### config.mk
export PLATFORM = sky130hd
export DESIGN_NAME = csel_wait
export DESIGN_NICKNAME = d
export VERILOG_FILES = /design/src/rtl/csel_wait.sv
export SDC_FILE = /design/constraint.sdc
export NUM_CORES = 1
export LEC_CHECK = 0
export BUFFER_PORTS_ARGS = -buffer_cell sky130_fd_sc_hd__clkbuf_2
export CORE_UTILIZATION = 45
export CTS_CLUSTER_DIAMETER = 150
export DETAILED_ROUTE_END_ITERATION = 8
export PLACE_DENSITY = 0.74
export SLEW_MARGIN = 0
export SYNTH_ARGS = -nofsm -noshare
export SYNTH_HDL_FRONTEND = slang
export SYNTH_SLANG_ARGS = --single-unit
### constraint.sdc
create_clock -name clk -period 6.5 [get_ports clk]
set_input_delay 1.625 -clock clk [delete_from_list [all_inputs] [get_ports clk]]
set_output_delay 1.625 -clock clk [all_outputs]
set_load 0.01 [all_outputs]
### src/rtl/csel_wait.sv
module csel_wait #(
  parameter int ADDR_W = 20,
  parameter int PAGE_W = 10,
  parameter int NREG   = 5,
  parameter int IDX_W  = 3
) (
  input  logic                           clk,
  input  logic                           rst_n,
  input  logic                           cfg_we,
  input  logic [IDX_W-1:0]               cfg_idx,
  input  logic [4+2*(ADDR_W-PAGE_W)-1:0] cfg_data,
  input  logic                           cyc_start,
  input  logic [ADDR_W-1:0]              addr,
  input  logic                           ext_rdy,
  output logic [NREG-1:0]                cs_n,
  output logic                           bus_rdy
);
  localparam int PN_W  = ADDR_W - PAGE_W;
  localparam int CFG_W = 4 + 2*PN_W;
  localparam logic [PN_W-1:0] LOW_LIM = PN_W'((1 << (PN_W-1)) - 1);

  logic [NREG-1:0] en_q, ign_q;
  logic [1:0]      ws_q   [NREG];
  logic [PN_W-1:0] base_q [NREG];
  logic [PN_W-1:0] lim_q  [NREG];

  logic [PN_W-1:0] page;
  logic            unused_lo;
  assign page      = addr[ADDR_W-1:PAGE_W];
  assign unused_lo = ^addr[PAGE_W-1:0];

  always_ff @(posedge clk or negedge rst_n) begin
    if (!rst_n) begin
      en_q  <= '0;
      ign_q <= '0;
      for (int i = 0; i < NREG; i++) begin
        ws_q[i]   <= 2'b11;
        base_q[i] <= '0;
        lim_q[i]  <= '0;
      end
    end else if (cfg_we) begin
      for (int i = 0; i < NREG; i++) begin
        if (int'(cfg_idx) == i) begin
          en_q[i]   <= cfg_data[CFG_W-1];
          ign_q[i]  <= cfg_data[CFG_W-2];
          ws_q[i]   <= cfg_data[CFG_W-3 -: 2];
          base_q[i] <= cfg_data[2*PN_W-1 -: PN_W];
          lim_q[i]  <= cfg_data[PN_W-1:0];
        end
      end
    end
  end

  logic [NREG-1:0] hit;
  genvar g;
  generate
    for (g = 0; g < NREG; g++) begin : g_match
      if (g == 0) begin : g_low
        logic [PN_W-1:0] lim_eff;
        assign lim_eff = (lim_q[g] > LOW_LIM) ? LOW_LIM : lim_q[g];
        assign hit[g]  = en_q[g] && (page <= lim_eff);
      end else begin : g_any
        assign hit[g] = en_q[g] && (page >= base_q[g]) && (page <= lim_q[g]);
      end
    end
  endgenerate

  logic [NREG-1:0] win;
  logic [1:0]      win_ws;
  logic            win_ign;
  always_comb begin
    win     = '0;
    win_ws  = 2'd0;
    win_ign = 1'b1;
    for (int i = NREG-1; i >= 0; i--) begin
      if (hit[i]) begin
        win     = '0;
        win[i]  = 1'b1;
        win_ws  = ws_q[i];
        win_ign = ign_q[i];
      end
    end
  end

  logic            busy, ign_l;
  logic [1:0]      cnt;
  logic [NREG-1:0] sel;

  assign bus_rdy = busy && (cnt == 2'd0) && (ign_l || ext_rdy);
  assign cs_n    = ~(sel & {NREG{busy}});

  always_ff @(posedge clk or negedge rst_n) begin
    if (!rst_n) begin
      busy  <= 1'b0;
      ign_l <= 1'b0;
      cnt   <= 2'd0;
      sel   <= '0;
    end else if (!busy) begin
      if (cyc_start) begin
        busy  <= 1'b1;
        sel   <= win;
        cnt   <= win_ws;
        ign_l <= win_ign;
      end
    end else if (bus_rdy) begin
      busy <= 1'b0;
      sel  <= '0;
    end else if (cnt != 2'd0) begin
      cnt <= cnt - 2'd1;
    end
  end

  logic [2:0] elapsed;
  logic [1:0] ws_chk;
  logic       ign_chk;
  always_ff @(posedge clk or negedge rst_n) begin
    if (!rst_n) begin
      elapsed <= '0;
      ws_chk  <= '0;
      ign_chk <= 1'b0;
    end else if (!busy && cyc_start) begin
      elapsed <= '0;
      ws_chk  <= win_ws;
      ign_chk <= win_ign;
    end else if (busy && elapsed != 3'd7) begin
      elapsed <= elapsed + 3'd1;
    end
  end


  wait_count_chk: assert property (@(posedge clk) disable iff (!rst_n)
    bus_rdy |-> (elapsed >= {1'b0, ws_chk}));

  ready_needed_chk: assert property (@(posedge clk) disable iff (!rst_n)
    (bus_rdy && !ign_chk) |-> ext_rdy);

  one_select_chk: assert property (@(posedge clk) disable iff (!rst_n)
    $onehot0(~cs_n));

  release_chk: assert property (@(posedge clk) disable iff (!rst_n)
    bus_rdy |=> (&cs_n));

  hold_select_chk: assert property (@(posedge clk) disable iff (!rst_n)
    (busy && !bus_rdy) |=> $stable(cs_n));
endmodule

=== Yosys cells after proc, flatten, opt, wreduce, memory -nomap -nowiden ===
Cells that the tools add are included.

* Bits in registers: 119
* Output and inout port bits: 6
* Word-level logic and storage cells: 99

* Add/sub/neg operators: 1
* $lt $le $gt $ge: 10
* Equality and inequality tests: 7
* Muxes and demuxes: 26
* Bitwise operators: 3
* Reductions and logical operators: 24

{| class="wikitable"
|+ Operators with widths
! operator !! number
|-
| $le A10 B10 Y1 || 5
|-
| $ge A10 B10 Y1 || 4
|-
| $mux W5 || 8
|-
| $mux W2 || 9
|-
| $reduce_and A2 Y1 || 7
|-
| $logic_and A1 B1 Y1 || 11
|-
| $gt A10 B9 Y1 const B || 1
|-
| $mux W10 || 1
|-
| $eq A3 B3 Y1 const B || 3
|-
| $mux W1 || 8
|-
| $and A5 B5 Y5 || 1
|-
| $not A5 Y5 || 1
|-
| $ne A2 B2 Y1 const B || 2
|-
| $reduce_bool A2 Y1 || 2
|-
| $eq A3 B2 Y1 const B || 1
|-
| $logic_not A3 Y1 || 1
|-
| $reduce_and A3 Y1 || 1
|-
| $logic_not A2 Y1 || 1
|-
| $ne A2 B1 Y1 const B || 1
|-
| $sub A2 B1 Y2 const B || 1
|-
| $logic_or A1 B1 Y1 || 1
|-
| $not A1 Y1 || 1
|}

=== Logic depth before layout (Yosys ltp) ===
Gate-level depths: netlist of the first run.

* Word-level depth: 10
* Mapped depth: 11

=== Worst setup path after synthesis of the first run ===
OpenSTA, ideal clock, no wires.

* Kind: input -> register
* From: input port addr[10]
* To: register sel[3]
* Library setup time: 74 ps
* Arrival: 3550 ps
* Slack: 2875 ps
* Stages: 10
* Path buffers: 1
* Cells stage by stage: inv_1 -> ha_1 -> nand2b_1 -> a211o_1 -> a21oi_2 -> a311oi_2 -> and2_1 -> buf_6 -> or4_4 -> o21ai_2

* Cells in the longest elaborated chain, start to end: 9

{| class="wikitable"
|+ RTL lines
! element !! line !! RTL
|-
| from (decl) || 13 || <nowiki>input logic [ADDR_W-1:0] addr,</nowiki>
|-
| $ge A10 B10 Y1 || 63 || <nowiki>assign hit[g] = en_q[g] && (page >= base_q[g]) && (page <= lim_q[g]);</nowiki>
|-
| $logic_and A1 B1 Y1 (2 in a row) || 63 ||
|-
| $mux W5 (3 in a row) || 76 || <nowiki>if (hit[i]) begin</nowiki>
|-
| $mux W5 * || 76 ||
|-
| $mux W5 * || 99 || <nowiki>if (cyc_start) begin</nowiki>
|-
| $mux W5 * || 98 || <nowiki>end else if (!busy) begin</nowiki>
|-
| to (signal assigned) || 101 || <nowiki>sel <= win;</nowiki>
|-
| to (decl) || 87 || <nowiki>logic [NREG-1:0] sel;</nowiki>
|}

Mark *: on every way between the ends. The rest lies on a longest branch, timed or not. The select of a mux whose other input is x is not followed.
A chain may end at the register's enable or synchronous reset.

=== Worst setup path in the final report of the first run ===
* From: input port ext_rdy
* To: output port bus_rdy

* Cells in the longest elaborated chain, start to end: 2

{| class="wikitable"
|+ RTL lines
! element !! line !! RTL
|-
| from (decl) || 14 || <nowiki>input logic ext_rdy,</nowiki>
|-
| $logic_or A1 B1 Y1 || 89 || <nowiki>assign bus_rdy = busy && (cnt == 2'd0) && (ign_l || ext_rdy);</nowiki>
|-
| $logic_and A1 B1 Y1 || 89 ||
|-
| to (decl) || 16 || <nowiki>output logic bus_rdy</nowiki>
|}

Every way passes these cells.

==> results of run 1 <==
[path summary, 6_finish.rpt]
path                       slack (ns)       from         to  depth (start not counted)
max in group asynchronous        3.95      rst_n     sel[1]                          2
hold reg to reg                  0.48     sel[4]     sel[4]                          2
setup reg to reg                 3.86  lim_q[49]      ign_l                          9
setup / recovery                 2.75    ext_rdy    bus_rdy                          3
hold / removal                   0.48     sel[4]     sel[4]                          2
min in group asynchronous        1.33      rst_n  lim_q[37]                          1
[final cells by class]
type                       count  area share
tap                          184      0.0291
timing repair buffer          53      0.0358
clock buffer                  29      0.0658
clock inverter                 3     0.00823
sequential                   119       0.378
inverter                      92      0.0437
multi-input combinational    463       0.439
[tightest hold or removal path, delay by kind of cell, from the launching register on]
kind / cells / cell delay [ns]
flops: 1 / 0.34
simple gates: 1 / 0.06
compound gates: 1 / 0.05
[power by group through the flow]
stage | clock (mW) | sequential, mW | combinational [mW]
finish | 0.931 | 0.997 | 0.673
global route | 0.978 | 1.02 | 0.776
CTS | 0.942 | 0.997 | 0.676
detailed placement | 0 | 1.01 | 0.667
global placement | 0 | 1.00 | 0.642
floorplan | 0 | 0.977 | 0.500
[registers in the layout, summed over array words and instances, names as in the netlist]
name / count
lim_q: 50
base_q: 40
ws_q: 10
en_q: 5
ign_q: 5
sel: 5
cnt: 2
busy: 1
ign_l: 1
[cell usage after synthesis, types with 4 or more instances]
| master | n | area (um2) |
|---|---|---|
| nand3_1 | 7 | 35.0 |
| a21oi_1 | 19 | 95.1 |
| dfrtp_1 | 109 | 2730 |
| nor2b_1 | 5 | 31.3 |
| nor3_1 | 10 | 50.1 |
| ha_1 | 91 | 1140 |
| mux2_2 | 52 | 586 |
| o21ai_0 | 76 | 380 |
| nand2_1 | 86 | 323 |
| inv_1 | 92 | 345 |
| dfstp_2 | 10 | 263 |
| clkbuf_1 | 20 | 75.1 |
| nand2b_1 | 8 | 50.1 |
| nor2_1 | 24 | 90.1 |
| o21a_1 | 4 | 30.0 |
| nand4_1 | 14 | 87.6 |
| a211oi_1 | 15 | 113 |
| o22ai_1 | 4 | 25.0 |
[layer usage]
layer | share of wire | wire length [um] | vias to the layer above | track usage
met5 | 0 | 0 | - | 0
met4 | 0.012 | 189 | 0 | 0.0638
met3 | 0.048 | 771 | 13 | 0.0433
met2 | 0.44 | 7130 | 123 | 0.338
met1 | 0.50 | 8100 | 2519 | 0.321
li1 | - | - | 2520 | -
[logic make-up after synthesis]
logic type,after synthesis,share of synthesized area
AND/OR/NAND/NOR,169,0.114
buffers and inverters,113,0.0627
adder cells (fa/ha/maj),91,0.165
multiplexers,52,0.0850
other,1,0.000545
flip-flops,119,0.434
AO/OA/AOI/OAI,150,0.138
==> flow_metrics.env, run 1 <==
export IMPL_vias=5175
export IMPL_gp_congestion=0.824
export IMPL_diodes=0
export IMPL_syn_area_mm2=0.00689
export IMPL_multi_input_area_mm2=0.00347
export IMPL_seqCellArea_mm2=0.00299
export IMPL_p_clk_frac=0.358
export IMPL_hold_viol_final=0
export IMPL_path_class="in -> out"
export IMPL_pwr_density_cell_mw_per_mm2=329
export IMPL_syn_instance_count=695
export IMPL_drtPass1Iterations=6
export IMPL_max_slew_worst_pin_slew_ns=0.993
export IMPL_pin_count=58
export IMPL_ys_ff_latch=119
export IMPL_htree_levels=4
export IMPL_place_area_mm2=0.00732
export IMPL_clockRootBuffer="clkbuf_16"
export IMPL_cp_slowest_cell="o211a_1"
export IMPL_final_cell_mix="dfrtp_1 (109), inv_1 (92), ha_1 (91)"
export IMPL_core_mm2=0.0148
export IMPL_path_cells="clkbuf_2 > o211a_1 > clkbuf_2"
export IMPL_syn2layout_area_growth_pct=14.8
export IMPL_crit_path_start_kind="input pin"
export IMPL_ant_nets=0
export IMPL_initial_core_util=0.467
export IMPL_drtIter0Drc=408
export IMPL_total_power_mw=2.60
export IMPL_hold_path_class="reg -> reg"
export IMPL_critPathTopFamily="compound AO/OA/AOI/OAI gates"
export IMPL_viasPerCell=5.49
export IMPL_dp_hpwl_um=11300
export IMPL_placed_cells=911
export IMPL_clk_pin_slew_ns=0.05
export IMPL_yosys_most_used_dff="dfrtp_1"
export IMPL_grt_overflow_total=0
export IMPL_die_w_um=126
export IMPL_crit_top_cell="clkbuf_2"
export IMPL_setup_violations=0
export IMPL_synth_nets=838
export IMPL_yosys_warnings=0
export IMPL_grt_pass1_vias=5146
export IMPL_required_ns=4.88
export IMPL_postLayoutCoreUtil=0.536
export IMPL_grt_max_degree=67
export IMPL_rsz0062_at_grt="false"
export IMPL_ir_drop_uv=215
export IMPL_layout_cells_non_filler=943
export IMPL_critPathArrivalTime_ns=2.13
export IMPL_period_share=0.577
export IMPL_routed_wl_um=16200
export IMPL_cts_hold_buf=0
export IMPL_power_switching_uw=771
export IMPL_cts_setup_buffers=0
export IMPL_max_clock_path_buffers=2
export IMPL_cts_resized=0
export IMPL_finalCriticalPeriod_ns=3.75
export IMPL_hold_worst_slack_ns=0.476
export IMPL_antenna_found_initial=0
export IMPL_cts_tree="built"
export IMPL_maxSlewViolCount=0
export IMPL_layout_nets=889
export IMPL_grt_use_total=0.222
export IMPL_async_flop_share=1.00
export IMPL_final_common_cell="dfrtp_1"
export IMPL_cap_viol_max_count=0
export IMPL_synth_edf_count=0
export IMPL_die_y_um=126
export IMPL_placementRows=44
export IMPL_p_leak_nw=3.77
export IMPL_wl_per_cell_um=17.2
export IMPL_endpoint_kind="output pin"
export IMPL_finClkSkew_ns=0.00888
export IMPL_slowest_delay_ns=0.27
export IMPL_p_int_mw=1.83
export IMPL_numPortBuffers=47
export IMPL_cts_sinks=119
export IMPL_insertion_delay_ns=0.42
export IMPL_die_area_mm2=0.0158
export IMPL_switching_share=0.296
export IMPL_synth_seq_area_share=0.434
export IMPL_setup_ws_ns=2.75
export IMPL_layout_drive_gt1_share=0.206
export IMPL_cp_num_buf_inv=2
export IMPL_drc=0
export IMPL_maxSlewHeadroom=0.337
export IMPL_ys_types=52
export IMPL_cp_max_fo=5
export IMPL_outcome="finished, final reports clean"
export IMPL_cts_buffers_inserted=17
export IMPL_post_place_ws_ns=2.38
export IMPL_fillCellCount=1311
export IMPL_finalSetupTns_ns=0
export IMPL_combPwrFrac=0.259
export IMPL_grt_pass1_wl_um=26700
export IMPL_fin_area_mm2=0.00791
export IMPL_p_seq_frac=0.383
export IMPL_syn_avg_cell_area_um2=9.91
export IMPL_max_freq_mhz=266
No activity file was read; power rests on OpenSTA's default activity.
==> run 2, diff against run 1 <==
==> constraint.sdc (replaced) <==
create_clock -name clk -period 3.55 [get_ports clk]
set_input_delay 0.8875 -clock clk [delete_from_list [all_inputs] [get_ports clk]]
set_output_delay 0.8875 -clock clk [all_outputs]
set_load 0.01 [all_outputs]
==> run 2 against run 1 <==
Effect of this change: critical path depth increased by 6; final cell count increased by 0.53%; combinational power increased by 84%; hold slack improved by 0.0091 ns; via count increased by 0.25%; cell area increased by 0.98%; sequential power increased by 84%; register-to-register slack got worse by 3.0 ns; clock-buffer cell count decreased by 6; first-iteration DRC count decreased by 23%.
==> flow_metrics.env, run 2 (synthesis results as in run 1) <==
export IMPL_ir_drop_uv=424
export IMPL_cts_resized=0
export IMPL_die_y_um=126
export IMPL_setup_worst_path_start="addr[15]"
export IMPL_initial_core_util=0.467
export IMPL_power_switching_mw=1.45
export IMPL_crit_path_start_kind="input pin"
export IMPL_maxSlewHeadroom=0.463
export IMPL_core_mm2=0.0148
export IMPL_path_class="in -> reg"
export IMPL_cts_sinks=119
export IMPL_drtPass1Iterations=5
export IMPL_die_w_um=126
export IMPL_seqCellArea_mm2=0.00299
export IMPL_cp_num_buf_inv=1
export IMPL_placementRows=44
export IMPL_rsz0062_at_grt="false"
export IMPL_combPwrFrac=0.257
export IMPL_setup_violations=0
export IMPL_diodes=0
export IMPL_required_ns=3.86
export IMPL_maxSlewViolCount=0
export IMPL_layout_cells_non_filler=948
export IMPL_numPortBuffers=47
export IMPL_viasPerCell=5.47
export IMPL_dp_hpwl_um=11600
export IMPL_min_from="sel[4]"
export IMPL_cp_slowest_cell="ha_1"
export IMPL_grt_max_degree=54
export IMPL_cts_setup_buffers=0
export IMPL_grt_pass1_wl_um=26900
export IMPL_syn2layout_area_growth_pct=15.9
export IMPL_switching_share=0.299
export IMPL_critPathArrivalTime_ns=3.26
export IMPL_finClkSkew_ns=0.00690
export IMPL_p_int_mw=3.38
export IMPL_path_cells="clkbuf_2 > ha_1 > a21oi_1 > o21ai_0 > a211oi_1 > o22ai_1 > nor2_1 > a2bb2oi_1 > o31a_1"
export IMPL_max_slew_worst_pin_slew_ns=0.805
export IMPL_gr_usage_met3=0.0595
export IMPL_layout_drive_gt1_share=0.216
export IMPL_max_clock_path_buffers=2
export IMPL_total_power_mw=4.83
export IMPL_endpoint_kind="flip-flop"
export IMPL_drc=0
export IMPL_grt_overflow_total=0
export IMPL_wl_per_cell_um=17.2
export IMPL_final_cell_mix="dfrtp_1 (109), inv_1 (92), ha_1 (91)"
export IMPL_p_clk_frac=0.365
export IMPL_antenna_found_initial=0
export IMPL_pwr_density_cell_mw_per_mm2=605
export IMPL_hold_path_class="reg -> reg"
export IMPL_r2r_start="lim_q[49]"
export IMPL_max_freq_mhz=339
export IMPL_p_seq_frac=0.378
export IMPL_largest_register="lim_q"
export IMPL_grt_pass1_vias=5220
export IMPL_largest_reg_flops=50
export IMPL_postLayoutCoreUtil=0.541
export IMPL_slowest_delay_ns=0.41
export IMPL_outcome="finished, final reports clean"
export IMPL_die_area_mm2=0.0158
export IMPL_p_leak_nw=3.82
export IMPL_insertion_delay_ns=0.42
export IMPL_use_met1=0.303
export IMPL_gp_congestion=0.817
export IMPL_cts_tree="built"
export IMPL_fillCellCount=1310
export IMPL_drtIter0Drc=314
export IMPL_clockRootBuffer="clkbuf_16"
export IMPL_period_share=0.830
export IMPL_clk_pin_slew_ns=0.06
export IMPL_final_common_cell="dfrtp_1"
export IMPL_ant_nets=0
export IMPL_grt_use_total=0.224
export IMPL_cts_hold_buf=0
export IMPL_finalSetupTns_ns=0
export IMPL_finalCriticalPeriod_ns=2.95
export IMPL_multi_input_area_mm2=0.00347
export IMPL_cap_viol_max_count=0
export IMPL_routed_wl_um=16300
export IMPL_cts_buffers_inserted=17
export IMPL_placed_cells=916
export IMPL_reg_top3="lim_q x50, base_q x40, ws_q x10"
export IMPL_pin_count=58
export IMPL_layout_nets=894
export IMPL_grt_use_met2=0.350
export IMPL_cp_max_fo=9
export IMPL_htree_levels=4
export IMPL_busiest_layer="met2"
export IMPL_hold_viol_final=0
export IMPL_vias=5188
export IMPL_critPathTopFamily="compound AO/OA/AOI/OAI gates"
==> run 2: cell types whose count changed in the layout (fill, tap and decap cells not counted) <==
| cell | before | now |
|---|---|---|
| buf_4 | 7 | 10 |
| bufinv_16 | 2 | 3 |
| clkinv_2 | 1 | 5 |
| buf_12 | 0 | 2 |
| clkinvlp_4 | 0 | 1 |
| clkbuf_8 | 5 | 3 |
| clkbuf_1 | 7 | 3 |
==> run 2: layout make-up <==
| type | instances | share of cell area |
|---|---|---|
| multi-input cells | 463 | 0.435 |
| flip-flops and latches | 119 | 0.375 |
| clock buffers | 23 | 0.0599 |
| repair buffers | 58 | 0.0433 |
| inverters | 92 | 0.0433 |
| well taps | 184 | 0.0288 |
| clock inverters | 9 | 0.0154 |
==> run 2: through the flow <==
step	hold WS, ns	area, um2	setup WS, ns
6_report	0.485	7980	0.602
5_1_grt	0.514	7980	0.463
4_1_cts	0.487	7980	0.612
3_5_place_dp	0.477	7380	0.204
3_3_place_gp	0.468	7380	0.226
2_1_floorplan	0.452	6890	0.663
==> run 2: worst paths after layout <==
path                       cells past startpoint  slack [ns]         to
max in group asynchronous                      2        2.29    ws_q[9]
hold / removal                                 2        0.48     sel[4]
min in group asynchronous                      1        0.49  lim_q[25]
setup reg to reg                               9        0.82      ign_l
hold reg to reg                                2        0.48     sel[4]
setup / recovery                               9        0.60     cnt[0]
==> run 2: worst register-to-register path, cell delays in order (launching register included) <==
cell	delay, ns
dfrtp_1	0.56
nor2_1	0.13
ha_1	0.31
a211oi_1	0.27
o21ai_0	0.13
a211oi_1	0.32
or2_1	0.34
nor2_1	0.08
a221o_2	0.36
a32oi_1	0.14
==> run 2: per-layer routing <==
metal,part of all wire,wire (um)
met1,0.48,7830
met4,0.019,303
met2,0.45,7430
met3,0.047,776
met5,0,0
==> run 2: power by group through the flow <==
stage / clock network [mW] / logic [mW] / registers (mW)
floorplan: 0 / 0.915 / 1.79
CTS: 1.79 / 1.25 / 1.83
detailed placement: 0 / 1.23 / 1.84
finish: 1.76 / 1.24 / 1.83
global placement: 0 / 1.18 / 1.83
global route: 1.85 / 1.42 / 1.86
